`config.mk`:
```
export PLATFORM = sky130hd
export DESIGN_NAME = paged_mdio_bridge
export DESIGN_NICKNAME = d
export VERILOG_FILES = /design/src/rtl/mdio_bridge_pkg.sv /design/src/rtl/mdc_divider.sv /design/src/rtl/mdio_frame_engine.sv /design/src/rtl/bridge_sequencer.sv /design/src/rtl/paged_mdio_bridge.sv
export SDC_FILE = /design/constraint.sdc
export NUM_CORES = 1
export LEC_CHECK = 0
export BUFFER_PORTS_ARGS = -buffer_cell sky130_fd_sc_hd__buf_4
export CAP_MARGIN = 20
export CORE_UTILIZATION = 55
export CTS_CLUSTER_DIAMETER = 30
export DETAILED_ROUTE_END_ITERATION = 10
export PLACE_DENSITY = 0.75
export SLEW_MARGIN = 20
export SYNTH_ARGS = -nofsm -noshare
export SYNTH_HDL_FRONTEND = slang
export SYNTH_SLANG_ARGS = --single-unit
```
`constraint.sdc`:
```
create_clock -name clk -period 6.46 [get_ports clk]
set_input_delay 1.292 -clock clk [delete_from_list [all_inputs] [get_ports clk]]
set_output_delay 1.292 -clock clk [all_outputs]
set_load 0.02 [all_outputs]
```
`src/rtl/mdio_bridge_pkg.sv`:
```
package mdio_bridge_pkg;

    localparam int DATA_W    = 32;
    localparam int HALF_W    = 16;
    localparam int PAGE_W    = 9;
    localparam int OFF_W     = 3;
    localparam int REGN_W    = 5;
    localparam int PHYA_W    = 5;
    localparam int WADDR_W   = PAGE_W + OFF_W + REGN_W - 1;
    localparam int FRAME_LEN = 64;

    localparam logic [PHYA_W-1:0] PAGE_PHY      = 5'h18;
    localparam logic [REGN_W-1:0] PAGE_REGN     = 5'h00;
    localparam logic [PHYA_W-1:0] HALF_PHY_BASE = 5'h10;

    typedef enum logic [1:0] {
        OP_READ  = 2'd0,
        OP_WRITE = 2'd1,
        OP_RMW   = 2'd2,
        OP_POLL  = 2'd3
    } bridge_op_e;

    typedef struct packed {
        logic [PAGE_W-1:0] page;
        logic [OFF_W-1:0]  phy_off;
        logic [REGN_W-1:0] reg_lo;
    } reg_loc_t;

    typedef struct packed {
        logic              is_read;
        logic [PHYA_W-1:0] phy;
        logic [REGN_W-1:0] regn;
        logic [HALF_W-1:0] wdata;
    } mdio_cmd_t;

    function automatic reg_loc_t locate(input logic [WADDR_W-1:0] wa);
        reg_loc_t l;
        l.reg_lo  = {wa[REGN_W-2:0], 1'b0};
        l.phy_off = wa[REGN_W-1+OFF_W-1:REGN_W-1];
        l.page    = wa[WADDR_W-1:WADDR_W-PAGE_W];
        return l;
    endfunction

    function automatic mdio_cmd_t page_cmd(input reg_loc_t l);
        mdio_cmd_t c;
        c.is_read = 1'b0;
        c.phy     = PAGE_PHY;
        c.regn    = PAGE_REGN;
        c.wdata   = HALF_W'(l.page);
        return c;
    endfunction

    function automatic mdio_cmd_t half_cmd(input logic rd, input reg_loc_t l,
                                           input logic hi, input logic [HALF_W-1:0] d);
        mdio_cmd_t c;
        c.is_read = rd;
        c.phy     = HALF_PHY_BASE | PHYA_W'(l.phy_off);
        c.regn    = l.reg_lo | REGN_W'(hi);
        c.wdata   = d;
        return c;
    endfunction

    function automatic logic [FRAME_LEN-1:0] frame_bits(input mdio_cmd_t c);
        return {32'hFFFF_FFFF, 2'b01,
                c.is_read ? 2'b10 : 2'b01,
                c.phy, c.regn,
                c.is_read ? 2'b11 : 2'b10,
                c.is_read ? 16'hFFFF : c.wdata};
    endfunction

endpackage

```
`src/rtl/mdc_divider.sv`:
```
module mdc_divider #(
    parameter int DIV_HALF = 2
) (
    input  logic clk,
    input  logic rst,
    output logic mdc,
    output logic rise_tick,
    output logic fall_tick
);
    localparam int CW = (DIV_HALF > 1) ? $clog2(DIV_HALF) : 1;

    logic [CW-1:0] cnt;

    always_ff @(posedge clk) begin
        if (rst) begin
            cnt       <= '0;
            mdc       <= 1'b0;
            rise_tick <= 1'b0;
            fall_tick <= 1'b0;
        end else begin
            rise_tick <= 1'b0;
            fall_tick <= 1'b0;
            if (cnt == CW'(DIV_HALF - 1)) begin
                cnt       <= '0;
                mdc       <= ~mdc;
                rise_tick <= ~mdc;
                fall_tick <= mdc;
            end else begin
                cnt <= cnt + 1'b1;
            end
        end
    end

    p_fall_low_r9: assert property (@(posedge clk) disable iff (rst)
        fall_tick |-> !mdc);
    p_rise_high_r9: assert property (@(posedge clk) disable iff (rst)
        rise_tick |-> mdc);

endmodule

```
`src/rtl/mdio_frame_engine.sv`:
```
module mdio_frame_engine
    import mdio_bridge_pkg::*;
(
    input  logic              clk,
    input  logic              rst,
    input  logic              rise_tick,
    input  logic              fall_tick,
    input  logic              start,
    input  mdio_cmd_t         cmd,
    input  logic              mdio_i,
    output logic              busy,
    output logic              done,
    output logic [HALF_W-1:0] rdata,
    output logic              mdio_o,
    output logic              mdio_oe
);
    localparam int IW = $clog2(FRAME_LEN) + 1;
    localparam logic [IW-1:0]   TA_AT   = IW'(FRAME_LEN - HALF_W - 2);
    localparam logic [IW-2:0]   DATA_AT = (IW-1)'(FRAME_LEN - HALF_W);
    localparam logic [IW-2:0]   LAST_AT = (IW-1)'(FRAME_LEN - 1);

    logic [FRAME_LEN-1:0] sh;
    logic                 is_rd;
    logic [IW-1:0]        bitidx;
    logic [IW-2:0]        cur;
    logic                 launched;

    always_ff @(posedge clk) begin
        if (rst) begin
            sh       <= '1;
            is_rd    <= 1'b0;
            bitidx   <= '0;
            cur      <= '0;
            launched <= 1'b0;
            busy     <= 1'b0;
            done     <= 1'b0;
            rdata    <= '0;
            mdio_o   <= 1'b1;
            mdio_oe  <= 1'b0;
        end else begin
            done <= 1'b0;
            if (!busy) begin
                if (start) begin
                    sh       <= frame_bits(cmd);
                    is_rd    <= cmd.is_read;
                    bitidx   <= '0;
                    launched <= 1'b0;
                    busy     <= 1'b1;
                end
            end else begin
                if (fall_tick && bitidx < IW'(FRAME_LEN)) begin
                    mdio_o   <= sh[FRAME_LEN-1];
                    sh       <= {sh[FRAME_LEN-2:0], 1'b1};
                    mdio_oe  <= !(is_rd && bitidx >= TA_AT);
                    cur      <= bitidx[IW-2:0];
                    bitidx   <= bitidx + 1'b1;
                    launched <= 1'b1;
                end
                if (rise_tick && launched) begin
                    if (is_rd && cur >= DATA_AT)
                        rdata <= {rdata[HALF_W-2:0], mdio_i};
                    if (cur == LAST_AT) begin
                        done    <= 1'b1;
                        busy    <= 1'b0;
                        mdio_oe <= 1'b0;
                    end
                end
            end
        end
    end

    // the pin moves only on the strobe that follows an MDC falling edge
    p_launch_on_fall_r9: assert property (@(posedge clk) disable iff (rst)
        !fall_tick |=> $stable(mdio_o));
    // pin released for turnaround and data of a read
    p_release_r8: assert property (@(posedge clk) disable iff (rst)
        (busy && launched && is_rd && cur >= TA_AT[IW-2:0]) |-> !mdio_oe);
    p_idle_undriven_r8: assert property (@(posedge clk) disable iff (rst)
        !busy |-> !mdio_oe);

endmodule

```
`src/rtl/bridge_sequencer.sv`:
```
module bridge_sequencer
    import mdio_bridge_pkg::*;
#(
    parameter int POLL_LIMIT = 20
) (
    input  logic               clk,
    input  logic               rst,
    input  logic               req_valid,
    output logic               req_ready,
    input  logic [1:0]         req_op,
    input  logic [WADDR_W-1:0] req_word_addr,
    input  logic [DATA_W-1:0]  req_wdata,
    input  logic [DATA_W-1:0]  req_mask,
    output logic               rsp_valid,
    output logic [DATA_W-1:0]  rsp_rdata,
    output logic               rsp_timeout,
    input  logic               eng_busy,
    input  logic               eng_done,
    input  logic [HALF_W-1:0]  eng_rdata,
    output logic               eng_start,
    output mdio_cmd_t          eng_cmd
);
    localparam int PW = (POLL_LIMIT > 1) ? $clog2(POLL_LIMIT) : 1;

    typedef enum logic [2:0] {
        SQ_IDLE, SQ_PAGE, SQ_RD_LO, SQ_RD_HI, SQ_WR_HI, SQ_WR_LO
    } seq_state_e;

    seq_state_e          state;
    bridge_op_e          op_q;
    reg_loc_t            loc_q;
    logic [DATA_W-1:0]   wdata_q;
    logic [DATA_W-1:0]   mask_q;
    logic [DATA_W-1:0]   wr_word;
    logic [HALF_W-1:0]   lo_half;
    logic                wr_phase;
    logic                issued;
    logic [PW-1:0]       tries;

    logic [DATA_W-1:0]   rd_word_c;
    logic [DATA_W-1:0]   merged_c;
    logic                match_c;

    always_comb begin
        rd_word_c = {eng_rdata, lo_half};
        merged_c  = (rd_word_c & ~mask_q) | wdata_q;
        match_c   = ((rd_word_c & mask_q) == wdata_q);
        req_ready = (state == SQ_IDLE);
        eng_start = (state != SQ_IDLE) && !issued;
        unique case (state)
            SQ_PAGE:  eng_cmd = page_cmd(loc_q);
            SQ_RD_LO: eng_cmd = half_cmd(1'b1, loc_q, 1'b0, '0);
            SQ_RD_HI: eng_cmd = half_cmd(1'b1, loc_q, 1'b1, '0);
            SQ_WR_HI: eng_cmd = half_cmd(1'b0, loc_q, 1'b1, wr_word[DATA_W-1:HALF_W]);
            SQ_WR_LO: eng_cmd = half_cmd(1'b0, loc_q, 1'b0, wr_word[HALF_W-1:0]);
            default:  eng_cmd = '0;
        endcase
    end

    always_ff @(posedge clk) begin
        if (rst) begin
            state       <= SQ_IDLE;
            op_q        <= OP_READ;
            loc_q       <= '0;
            wdata_q     <= '0;
            mask_q      <= '0;
            wr_word     <= '0;
            lo_half     <= '0;
            wr_phase    <= 1'b0;
            issued      <= 1'b0;
            tries       <= '0;
            rsp_valid   <= 1'b0;
            rsp_rdata   <= '0;
            rsp_timeout <= 1'b0;
        end else begin
            rsp_valid <= 1'b0;
            if (state == SQ_IDLE) begin
                if (req_valid) begin
                    op_q        <= bridge_op_e'(req_op);
                    loc_q       <= locate(req_word_addr);
                    wdata_q     <= req_wdata;
                    mask_q      <= req_mask;
                    wr_word     <= req_wdata;
                    wr_phase    <= (bridge_op_e'(req_op) == OP_WRITE);
                    tries       <= '0;
                    issued      <= 1'b0;
                    rsp_timeout <= 1'b0;
                    state       <= SQ_PAGE;
                end
            end else begin
                if (eng_start)
                    issued <= 1'b1;
                if (issued && eng_done) begin
                    issued <= 1'b0;
                    unique case (state)
                        SQ_PAGE:  state <= wr_phase ? SQ_WR_HI : SQ_RD_LO;
                        SQ_RD_LO: begin
                            lo_half <= eng_rdata;
                            state   <= SQ_RD_HI;
                        end
                        SQ_RD_HI: begin
                            unique case (op_q)
                                OP_RMW: begin
                                    wr_word  <= merged_c;
                                    wr_phase <= 1'b1;
                                    state    <= SQ_PAGE;
                                end
                                OP_POLL: begin
                                    if (match_c || tries == PW'(POLL_LIMIT - 1)) begin
                                        rsp_valid   <= 1'b1;
                                        rsp_rdata   <= rd_word_c;
                                        rsp_timeout <= !match_c;
                                        state       <= SQ_IDLE;
                                    end else begin
                                        tries <= tries + 1'b1;
                                        state <= SQ_PAGE;
                                    end
                                end
                                default: begin
                                    rsp_valid <= 1'b1;
                                    rsp_rdata <= rd_word_c;
                                    state     <= SQ_IDLE;
                                end
                            endcase
                        end
                        SQ_WR_HI: state <= SQ_WR_LO;
                        SQ_WR_LO: begin
                            rsp_valid <= 1'b1;
                            rsp_rdata <= wr_word;
                            state     <= SQ_IDLE;
                        end
                        default:  state <= SQ_IDLE;
                    endcase
                end
            end
        end
    end

    p_start_idle_r10: assert property (@(posedge clk) disable iff (rst)
        eng_start |-> !eng_busy);
    p_ready_drop_r10: assert property (@(posedge clk) disable iff (rst)
        (req_valid && req_ready) |=> !req_ready);
    p_rsp_pulse_r10: assert property (@(posedge clk) disable iff (rst)
        rsp_valid |=> !rsp_valid);
    p_timeout_poll_r7: assert property (@(posedge clk) disable iff (rst)
        (rsp_valid && rsp_timeout) |-> (op_q == OP_POLL));
    p_poll_bound_r7: assert property (@(posedge clk) disable iff (rst)
        (state != SQ_IDLE) |-> (int'(tries) < POLL_LIMIT));

endmodule

```
`src/rtl/paged_mdio_bridge.sv`:
```
module paged_mdio_bridge
    import mdio_bridge_pkg::*;
#(
    parameter int DIV_HALF   = 2,
    parameter int POLL_LIMIT = 20
) (
    input  logic               clk,
    input  logic               rst,
    input  logic               req_valid,
    output logic               req_ready,
    input  logic [1:0]         req_op,
    input  logic [WADDR_W-1:0] req_word_addr,
    input  logic [DATA_W-1:0]  req_wdata,
    input  logic [DATA_W-1:0]  req_mask,
    output logic               rsp_valid,
    output logic [DATA_W-1:0]  rsp_rdata,
    output logic               rsp_timeout,
    output logic               mdc,
    output logic               mdio_o,
    output logic               mdio_oe,
    input  logic               mdio_i
);
    logic              rise_tick;
    logic              fall_tick;
    logic              eng_start;
    logic              eng_busy;
    logic              eng_done;
    logic [HALF_W-1:0] eng_rdata;
    mdio_cmd_t         eng_cmd;

    mdc_divider #(.DIV_HALF(DIV_HALF)) u_div (
        .clk       (clk),
        .rst       (rst),
        .mdc       (mdc),
        .rise_tick (rise_tick),
        .fall_tick (fall_tick)
    );

    bridge_sequencer #(.POLL_LIMIT(POLL_LIMIT)) u_seq (
        .clk           (clk),
        .rst           (rst),
        .req_valid     (req_valid),
        .req_ready     (req_ready),
        .req_op        (req_op),
        .req_word_addr (req_word_addr),
        .req_wdata     (req_wdata),
        .req_mask      (req_mask),
        .rsp_valid     (rsp_valid),
        .rsp_rdata     (rsp_rdata),
        .rsp_timeout   (rsp_timeout),
        .eng_busy      (eng_busy),
        .eng_done      (eng_done),
        .eng_rdata     (eng_rdata),
        .eng_start     (eng_start),
        .eng_cmd       (eng_cmd)
    );

    mdio_frame_engine u_eng (
        .clk       (clk),
        .rst       (rst),
        .rise_tick (rise_tick),
        .fall_tick (fall_tick),
        .start     (eng_start),
        .cmd       (eng_cmd),
        .mdio_i    (mdio_i),
        .busy      (eng_busy),
        .done      (eng_done),
        .rdata     (eng_rdata),
        .mdio_o    (mdio_o),
        .mdio_oe   (mdio_oe)
    );

endmodule

```
Yosys cells after proc, flatten, opt, wreduce, memory -nomap -nowiden --
Cells that the tools add are included.
Storage, ports and cells: bits in registers 277, bits of input ports 86
Cells by class: add/sub/neg operators 3, $lt $le $gt $ge 3, equal/unequal tests 16, mux-type cells 59, bitwise operators 10, reduce and logical (&&, ||, !) cells 36
Operators by type and width (number):
- two-way mux 32 bit | 6
- two-way mux 64 bit | 3
- case mux 27 bit (5 select lines) | 1
- case mux 32 bit (2 select lines) | 2
- AND 32 bit | 2
- equality test 32 bit | 1
- NOT 32 bit | 1
- OR 32 bit | 1
- two-way mux 5 bit | 6
- two-way mux 1 bit | 28
- two-way mux 7 bit | 3
- two-way mux 16 bit | 1
- AND reduction 5 bit | 3
- nonzero test 2 bit | 7
- two-way mux 3 bit | 4
- case mux 3 bit (4 select lines) | 1
- AND reduction 2 bit | 6
- inequality test 2 bit, second input constant | 4
- adder 7 x 1 -> 7 bit, second input constant | 1
- greater-or-equal comparator 7 x 6 -> 1 bit, second input constant | 1
- less-than comparator 7 bit, second input constant | 1
- equality test 3 x 2 -> 1 bit, second input constant | 2
- equality test 3 bit, second input constant | 2
- equality test 6 bit, second input constant | 1
- 21 further kinds | 39

Depth between registers and ports, before layout --
word-level depth 8, mapped depth 11

Modules after synthesis --
A second synthesis with hierarchy kept.
Second synthesis, totals: cells, all modules 1619, area total of the unflattened synthesis 13210.2 um^2
Modules (own cells, without submodules):
- bridge_sequencer | instances 1, cells an instance 1117, area an instance 8852.2 um^2, seq. area each 3483.3 um^2
- mdio_frame_engine | instances 1, cells an instance 493, area an instance 4244.1 um^2, seq. area each 1981.9 um^2
- mdc_divider | instances 1, cells an instance 9, area an instance 113.9 um^2, seq. area each 80.1 um^2

Worst setup path before layout --
OpenSTA, ideal clock, no wires.
path kind in2reg, start in req_valid, end reg u_seq.wr_phase, arrival 2.477 ns, required time 6.332 ns, setup slack 3.856 ns, stages 8, path buffers 3, cells stage by stage and2_1 buf_2 a41oi_1 clkbuf_1 buf_2 a21oi_1 a21oi_1 nor2_1
Between the ends: cells in the longest elaborated chain, start to end 2
Ends and longest elaborated chain:
- start: declaration | line paged_mdio_bridge.sv:9 | input logic req_valid,
- inequality test 2 bit (no line)
- AND reduction 4 bit (no line)
- end signal: assignment | line bridge_sequencer.sv:84 | wr_phase <= (bridge_op_e'(req_op) == OP_WRITE);
- end: declaration | line bridge_sequencer.sv:36 | logic wr_phase;
No other way between the ends. A chain may end at the register's enable or synchronous reset.

Worst setup path in the final report --
start reg u_seq.state[1], end out req_ready
Between the ends: cells in the longest elaborated chain, start to end 1
Ends and longest elaborated chain:
- start: declaration | line bridge_sequencer.sv:29 | seq_state_e state;
- start signal: assignment | line bridge_sequencer.sv:96 | SQ_PAGE: state <= wr_phase ? SQ_WR_HI : SQ_RD_LO;
- logical NOT 3 bit | line bridge_sequencer.sv:48 | req_ready = (state == SQ_IDLE);
- end: declaration | line paged_mdio_bridge.sv:10 | output logic req_ready,
No other way between the ends.

==> results.sh <==
export IMPL_post_route_util=0.685
export IMPL_drv_slew=0
export IMPL_slew_headroom=0.246
export IMPL_syn_nets=1644
export IMPL_multi_input_area_sq_mm=0.00655
export IMPL_synth_area_leaders="dfxtp_1 44%, a21oi_1 8.0%, nand2_1 7.8%"
export IMPL_via_per_inst=5.88
export IMPL_drc=0
export IMPL_fin_worst_skew_ns=0.0216
export IMPL_nets=1713
export IMPL_synth_edf_count=0
export IMPL_synthDominantCellAreaShare=0.436
export IMPL_dp_hpwl_um=22200
export IMPL_crit_type="flip-flop to output pin"
export IMPL_ys_seq_elements=277
export IMPL_hold_end="u_seq.loc_q[3]"
export IMPL_cts_max_level=2
export IMPL_clock_latency_ns=0.57
export IMPL_num_rows=55
export IMPL_crit_arrival_ns=2.61
export IMPL_first_global_vias=10500
export IMPL_dr_pass1_iters=6
export IMPL_grt_overflow=0
export IMPL_outcome="finished, final reports clean"
export IMPL_leakage_uw=0.00593
export IMPL_yosysSeqAreaShare=0.436
export IMPL_die_w_um=154
export IMPL_io_buffer_count=123
export IMPL_min_period_ns=3.91
export IMPL_yosysWarnings=0
export IMPL_period_share=0.605
export IMPL_rsz0062_at_grt="no"
export IMPL_synthFlopType="dfxtp_1"
export IMPL_crit_fanout=42
export IMPL_fmax_mhz=256
export IMPL_worstHoldStart="u_seq.loc_q[3]"
export IMPL_cts_tree="built"
export IMPL_rrSetupSlack_ns=3.00
export IMPL_wl_per_cell_um=18.0
export IMPL_cts_buffers=53
export IMPL_power_density_mw_per_mm2=324
export IMPL_yosysMostFrequentCell="dfxtp_1"
export IMPL_ir_drop_v=0.000223
export IMPL_max_slew_worst_pin_slew_ns=1.13
export IMPL_final_hold_viol_count=0
export IMPL_syn2layout_area_growth_pct=22.0
export IMPL_cts_sinks=277
export IMPL_n_antenna_cell=0
export IMPL_tns_ns=0
export IMPL_antenna_found_initial=0
export IMPL_place_congestion=0.932
export IMPL_ys_types=53
export IMPL_cp_start_kind="flip-flop"
export IMPL_drive_above_1_share=0.198
export IMPL_timing_rr_start="u_seq.state[1]"
export IMPL_dp_cells=1853
export IMPL_hold_path_class="flip-flop to flip-flop"
export IMPL_vias=11500
export IMPL_synthCells=1555
export IMPL_timing_rr_end="u_seq.tries[2]"
export IMPL_setup_viol=0
export IMPL_dieArea_sq_mm=0.0237
export IMPL_ios=124
export IMPL_end_kind="output pin"
export IMPL_core_area_sq_mm=0.0226
export IMPL_cts_hold_buf=0
export IMPL_grt_start_max_net_pins=110
export IMPL_syn_cell_area_sq_mm=0.0127
export IMPL_synth_top_cells_by_count="277 x dfxtp_1, 265 x nand2_1, 202 x a21oi_1"
export IMPL_layout_cells_non_filler=1953
export IMPL_grtUsageTotal=0.293
export IMPL_clkTransAtPathRegs_ns=0.05
export IMPL_grt_pass1_wl_um=55700
export IMPL_fillCellCount=1848
export IMPL_antenna_left=0
export IMPL_cts_setup_buffers=0
export IMPL_drt_iter0_markers=956
export IMPL_maxCapViolations=0
export IMPL_whs_path_depth=2
export IMPL_dieHeight_um=154
export IMPL_cts_buffer_depth=3
export IMPL_cts_resized=0
export IMPL_initial_utilization=0.561
export IMPL_async_flop_share=0
export IMPL_synth_top_cell_by_area="dfxtp_1"
export IMPL_cts_root_buf="clkbuf_16"
export IMPL_worst_r2r_path_depth=7
export IMPL_worstPathRequired_ns=5.17
export IMPL_regArea_sq_mm=0.00555
export IMPL_wl_um=35100
export IMPL_syn_avg_cell_area_sq_um=8.17
==> worst max-delay path, cell delays in order, from the launching register on <==
cell     delay, ns
dfxtp_1       0.59
or3_1         0.48
inv_2         0.69
buf_4         0.29
==> state kept, by name, indices dropped and copies added, names as in the netlist, 2 cells and up <==
| register | flops |
|---|---|
| u_seq.rsp_rdata | 32 |
| u_seq.op_q | 2 |
| u_eng.bitidx | 7 |
| u_seq.loc_q | 16 |
| u_eng.cur | 6 |
| u_eng.rdata | 16 |
| u_seq.lo_half | 16 |
| u_seq.state | 3 |
| u_seq.mask_q | 32 |
| u_eng.sh | 64 |
| u_seq.tries | 5 |
| u_seq.wr_word | 32 |
| u_seq.wdata_q | 32 |
==> metrics by stage <==
step,hold WS (ns),setup WS (ns),power [uW],area (sq um)
CTS,0.457,2.58,5030,15500
floorplan,0.429,3.86,2130,12700
detailed placement,0.447,2.94,2260,13600
finish,0.455,2.55,5020,15500
global placement,0.438,3.08,2250,13600
global route,0.473,2.47,5170,15500
==> cell type report <==
type,count,area share
multi-input combinational,1119,0.422
timing repair buffer,138,0.0685
inverter,35,0.00847
clock inverter,34,0.0263
tap,285,0.0230
clock buffer,65,0.0936
sequential,277,0.358
==> worst max path at each step <==
stage | start | to | slack, ns | cells past startpoint
detailed placement | u_seq.state[1] | u_seq.rsp_rdata[11] | 2.94 | 5
global placement | u_seq.state[1] | u_seq.tries[2] | 3.08 | 7
finish | u_seq.state[1] | req_ready | 2.55 | 3
CTS | u_seq.state[1] | req_ready | 2.58 | 3
global route | u_seq.state[1] | req_ready | 2.47 | 3
floorplan | req_valid | u_seq.wr_phase | 3.86 | 8
==> per-layer routing <==
metal / track usage / vias to the layer above / routed length [um] / share of wire
met5: 0 / - / 0 / 0
met4: 0.110 / 0 / 1110 / 0.032
met3: 0.0552 / 69 / 2920 / 0.083
met2: 0.448 / 448 / 15300 / 0.44
met1: 0.409 / 5411 / 15800 / 0.45
li1: - / 5552 / - / -
==> cells by family (layout without fill, tap and decap cells) <==
family,after synthesis,after routing,synth area share
mux,59,59,0.0496
flops,277,277,0.436
simple gates,642,642,0.234
compound gates,414,414,0.225
xor+xnor,1,1,0.000689
buf+inv,159,272,0.0518
fa+ha+maj,3,3,0.00295
==> cells in the final DEF (no fill, tap or decap), types with 6 or more instances in the layout <==
cell | synthesis | final
o22a_1 | 16 | 16
a21boi_0 | 8 | 8
a211o_1 | 16 | 16
inv_1 | 34 | 34
and3b_1 | 10 | 10
a21oi_1 | 202 | 202
o22ai_1 | 21 | 21
and3_1 | 16 | 16
a21o_1 | 9 | 9
clkinv_4 | 0 | 6
nor2b_1 | 35 | 35
buf_4 | 1 | 136
or3_1 | 6 | 6
mux2_2 | 32 | 32
nand2b_1 | 24 | 24
clkinvlp_4 | 0 | 6
a211oi_1 | 32 | 32
nor2_1 | 137 | 136
clkinv_2 | 0 | 9
nand3_1 | 21 | 20
dfxtp_1 | 277 | 276
a211oi_2 | 54 | 54
nor3b_1 | 18 | 18
nand2_1 | 265 | 264
nor3_1 | 76 | 76
o21bai_1 | 27 | 27
clkbuf_8 | 0 | 9
nand4_1 | 7 | 7
mux2i_1 | 27 | 27
nand3b_1 | 13 | 13
o21ai_0 | 16 | 16
clkbuf_16 | 0 | 53
==> where the power goes <==
group          internal [uW]  leakage, uW  switching (uW)  total (uW)
sequential              1790      0.00226            70.1        1860
combinational            150      0.00278             230         380
clock                   1820     0.000898             962        2780
total                   3760      0.00593            1260        5020
(Power assumes the default switching activity.)
